[config.mk]
export PLATFORM = sky130hd
export DESIGN_NAME = zero_run_serial
export DESIGN_NICKNAME = d
export VERILOG_FILES = /design/src/rtl/zrs_pkg.sv /design/src/rtl/zrs_judge.sv /design/src/rtl/zrs_position.sv /design/src/rtl/zero_run_serial.sv
export SDC_FILE = /design/constraint.sdc
export NUM_CORES = 1
export LEC_CHECK = 0
export ABC_AREA = 1
export CAP_MARGIN = 20
export CORE_MARGIN = 2
export CORE_UTILIZATION = 53
export CTS_CLUSTER_SIZE = 12
export DETAILED_ROUTE_END_ITERATION = 7
export GPL_TIMING_DRIVEN = 0
export PLACE_DENSITY = 0.82
export SYNTH_ARGS = -nofsm -noshare
export SYNTH_HDL_FRONTEND = slang
export SYNTH_SLANG_ARGS = --single-unit
[constraint.sdc]
create_clock -name clk -period 1.9 [get_ports clk]
set_input_delay 0.38 -clock clk [delete_from_list [all_inputs] [get_ports clk]]
set_output_delay 0.38 -clock clk [all_outputs]
set_load 0.02 [all_outputs]
[src/rtl/zrs_pkg.sv]
package zrs_pkg;

    // Run-tracking flags carried from bit to bit within one word
    typedef struct packed {
        logic seen;    // at least one zero taken
        logic ended;   // a one has followed the first zero run
        logic err;     // a second zero run has started
    } zrs_flags_t;

endpackage

[src/rtl/zrs_judge.sv]
module zrs_judge
    import zrs_pkg::*;
#(
    parameter int CNT_W = 4
) (
    input  zrs_flags_t       flags_cur,
    input  logic [CNT_W-1:0] cnt_cur,
    input  logic             bit_i,
    output zrs_flags_t       flags_nxt,
    output logic [CNT_W-1:0] cnt_nxt
);

    always_comb begin
        flags_nxt = flags_cur;
        cnt_nxt   = cnt_cur;
        if (!flags_cur.err) begin
            if (!bit_i && flags_cur.ended) begin
                // second zero run: illegal, count forced to zero
                flags_nxt.err = 1'b1;
                cnt_nxt       = '0;
            end else if (bit_i && flags_cur.seen) begin
                flags_nxt.ended = 1'b1;
            end else if (!bit_i) begin
                flags_nxt.seen = 1'b1;
                cnt_nxt        = cnt_cur + CNT_W'(1);
            end
        end
    end

endmodule

[src/rtl/zrs_position.sv]
module zrs_position #(
    parameter int FRAME_W = 8,
    parameter int POS_W   = 3
) (
    input  logic [POS_W-1:0] pos_cur,
    output logic [POS_W-1:0] pos_nxt,
    output logic             is_last
);

    localparam logic [POS_W-1:0] LAST_POS = POS_W'(FRAME_W - 1);

    always_comb begin
        is_last = (pos_cur == LAST_POS);
        pos_nxt = is_last ? '0 : pos_cur + POS_W'(1);
    end

endmodule

[src/rtl/zero_run_serial.sv]
module zero_run_serial
    import zrs_pkg::*;
#(
    parameter int FRAME_W = 8,
    localparam int CNT_W  = $clog2(FRAME_W + 1),
    localparam int POS_W  = (FRAME_W > 2) ? $clog2(FRAME_W) : 1
) (
    input  logic             clk,
    input  logic             rst,
    input  logic             start_i,
    input  logic             bit_i,
    output logic [CNT_W-1:0] count_o,
    output logic             error_o,
    output logic             done_o
);

    typedef struct packed {
        logic             busy;
        logic [POS_W-1:0] pos;
        zrs_flags_t       fl;
        logic [CNT_W-1:0] wcnt;
        logic [CNT_W-1:0] ocnt;
        logic             oerr;
        logic             done;
    } zrs_state_t;

    zrs_state_t st_d, st_q;

    // Word context seen by the current bit: fresh on start, carried otherwise
    zrs_flags_t       base_fl;
    logic [CNT_W-1:0] base_cnt;
    logic [POS_W-1:0] base_pos;
    logic             take;

    assign take     = start_i | st_q.busy;
    assign base_fl  = start_i ? '0 : st_q.fl;
    assign base_cnt = start_i ? '0 : st_q.wcnt;
    assign base_pos = start_i ? '0 : st_q.pos;

    zrs_flags_t       j_fl;
    logic [CNT_W-1:0] j_cnt;
    logic [POS_W-1:0] p_nxt;
    logic             p_last;

    zrs_judge #(.CNT_W(CNT_W)) u_judge (
        .flags_cur (base_fl),
        .cnt_cur   (base_cnt),
        .bit_i     (bit_i),
        .flags_nxt (j_fl),
        .cnt_nxt   (j_cnt)
    );

    zrs_position #(.FRAME_W(FRAME_W), .POS_W(POS_W)) u_pos (
        .pos_cur (base_pos),
        .pos_nxt (p_nxt),
        .is_last (p_last)
    );

    always_comb begin
        st_d      = st_q;
        st_d.done = 1'b0;
        if (take) begin
            st_d.fl   = j_fl;
            st_d.wcnt = j_cnt;
            st_d.pos  = p_nxt;
            if (p_last) begin
                st_d.busy = 1'b0;
                st_d.ocnt = j_cnt;
                st_d.oerr = j_fl.err;
                st_d.done = 1'b1;
            end else begin
                st_d.busy = 1'b1;
            end
        end
    end

    always_ff @(posedge clk) begin
        if (rst) begin
            st_q <= '0;
        end else begin
            st_q <= st_d;
        end
    end

    assign count_o = st_q.ocnt;
    assign error_o = st_q.oerr;
    assign done_o  = st_q.done;

endmodule

==> flow_metrics.tcl <==
set metrics [dict create \
    postCtsSetupRepairBufs 0 \
    synth_xor_area_frac 0 \
    yosysSeqAreaShare 0.371 \
    p_per_area_nw_per_um2 621 \
    yosys_register_bits 17 \
    drt-total-wl_mm 1.74 \
    synth_top_family_by_area "simple AND/OR/NAND/NOR gates" \
    critPathLaunchType "flip-flop" \
    vias_per_cell 5.11 \
    clockBufferDepth 2 \
    synth_cell_type_count 25 \
    synth-compound-area-share 0.104 \
    synth_nets 131 \
    io_pins 10 \
    first_pass_iters 4 \
    drv_cap 0 \
    yosysWarningCount 0 \
    gp_congestion 0.831 \
    grt_max_degree 11 \
    max_freq_mhz 590 \
    fin_total_pwr_uw 648 \
    clock_latency_ns 0.29 \
    required_ns 1.52 \
    crit_type "reg -> out" \
    cts.sink_count 17 \
    die_y_um 45.6 \
    drtIter0Drc 6 \
    core_sq_um 1670 \
    via_count 787 \
    yosys.area_share.simple 0.347 \
    synth.avg_cell_area_sq_um 7.34 \
    rsz0062_at_grt "no" \
    route.antenna.remaining_nets 0 \
    fp.dieW_um 45.6 \
    rows 15 \
    relSlewSlack 0.683 \
    syn_area_sq_um 917 \
    hold_class "in -> reg" \
    place_hpwl_mm 1.27 \
    clock_skew_ns 0.00930 \
    fin_util 0.625 \
    htreeDepth 1 \
    maxSlewViolCount 0 \
    placed_area_sq_um 1020 \
    synth_mux_area_frac 0 \
    antenna_found_initial 0 \
    min_period_ns 1.69 \
    first_global_vias 672 \
    fill_cells 153 \
    end_kind "primary output" \
    cts_tree "done" \
    finalHoldViolations 0 \
    cts_root_buffer "clkbuf_4" \
    outcome "completed" \
    final.period_utilization 0.892 \
    portBuffers 8 \
    max_slew.worst_pin.slew_ns 0.475 \
    arrival_ns 1.31 \
    numCtsBuffers 3 \
    dieArea_sq_um 2080 \
    final_area_sq_um 1040 \
    overflow 0 \
    fin_nets 144 \
    drc 0 \
    cts_resized 0 \
    track_usage 0.195 \
    setup_tns_ns 0 \
    ctsHoldBuffers 0 \
    routedWlPerCell_um 11.3 \
    drive_gt1_frac 0.153 \
    finalSetupViolCount 0 \
    grt_pass1_wl_mm 2.86 \
    leakagePower_nw 0.531 \
    antenna_cells 0 \
    syn_to_final_growth_pct 13.9 \
    syn_inst 125 \
    synthAdderAreaFrac 0.0273 \
    path_clk_slew_ns 0.09 \
    ir_drop_mv 0.387 \
    initial_utilization 0.549 \
    critPathMaxFanout 2 \
]
## cell type report
cell class / instances / area, sq um / area share
Buffer: 6 / 45.0 / 0.0431
Sequential cell: 17 / 340 / 0.326
Multi-Input combinational cell: 79 / 438 / 0.419
Tap cell: 17 / 21.3 / 0.0204
Timing Repair Buffer: 8 / 80.1 / 0.0766
Inverter: 23 / 93.8 / 0.0898
Clock buffer: 4 / 26.3 / 0.0251
## sequential cells by signal, summed over array words and instances (netlist names)
| name | count |
|---|---|
| done_o | 1 |
| count_o | 4 |
| st_q | 11 |
| error_o | 1 |
## routing by layer
layer,up-vias,routed length (um),global-route usage
met1,363,801,0.234
met2,8,862,0.330
li1,411,-,-
met5,-,0,0
met4,0,36,0.106
met3,5,38,0.0278
## worst max-delay path: stages, from the launching register on
cell and delay [ns]:
dfxtp_1 0.34, buf_4 0.10, clkdlybuf4s50_1 0.59
## logic make-up after synthesis
kind of cell / count (synthesis)
buffers and inverters: 29
adders and majority gates: 2
DFF: 17
and+or+nand+nor: 62
AOI/OAI and AO/OA: 15
## stage by stage
stage / hold slack [ns] / std cells / setup slack, ns
finish: 0.461 / 154 / 0.206
global route: 0.477 / 154 / 0.157
CTS: 0.460 / 154 / 0.191
detailed placement: 0.459 / 150 / 0.181
global placement: 0.455 / 150 / 0.221
floorplan: 0.443 / 125 / 0.403
## power breakdown
group | internal [mW] | total [mW] | switching, mW | leakage (nW)
clock network | 0.0817 | 0.191 | 0.109 | 0.0150
logic | 0.0287 | 0.0813 | 0.0526 | 0.378
registers | 0.368 | 0.377 | 0.00850 | 0.139
## final timing paths
check	start	to	slack (ns)	cells past startpoint
worst max-delay path	count_o[3]	count_o[3]	0.21	2
worst min register to register	count_o[3]	count_o[3]	0.47	2
worst max register to register	st_q[13]	count_o[1]	0.43	9
worst min-delay path	start_i	st_q[7]	0.46	4
## placed cells by master, fill, tap and decap left out, types with 2 or more instances in the layout
cell	netlist	routed
clkbuf_4	0	3
nand2_4	4	4
inv_1	19	19
o21ai_1	2	2
nand3_1	9	9
o21ai_0	2	2
o31ai_1	2	2
buf_4	4	4
inv_2	2	2
clkdlybuf4s50_1	0	8
clkbuf_1	1	2
dfxtp_1	17	17
nor2_1	14	14
ha_1	2	2
o22ai_1	2	2
nor2_4	2	2
nand2_1	29	29
a21oi_1	5	5
## Yosys cell counts (all sizes together)
library cell	count	area, sq um
nand3	10	55.1
o21ai	4	20.0
clkbuf	1	3.75
inv	23	93.9
o31ai	2	15.0
nand2	33	154
dfxtp	17	340
nand3b	1	7.51
buf	5	41.3
nand4	1	6.26
a221oi	1	15.0
a21oi	5	25.0
nor2	17	95.1
ha	2	25.0
o211ai	1	7.51
o22ai	2	12.5
Note: power is estimated with default switching activity, not from simulation.
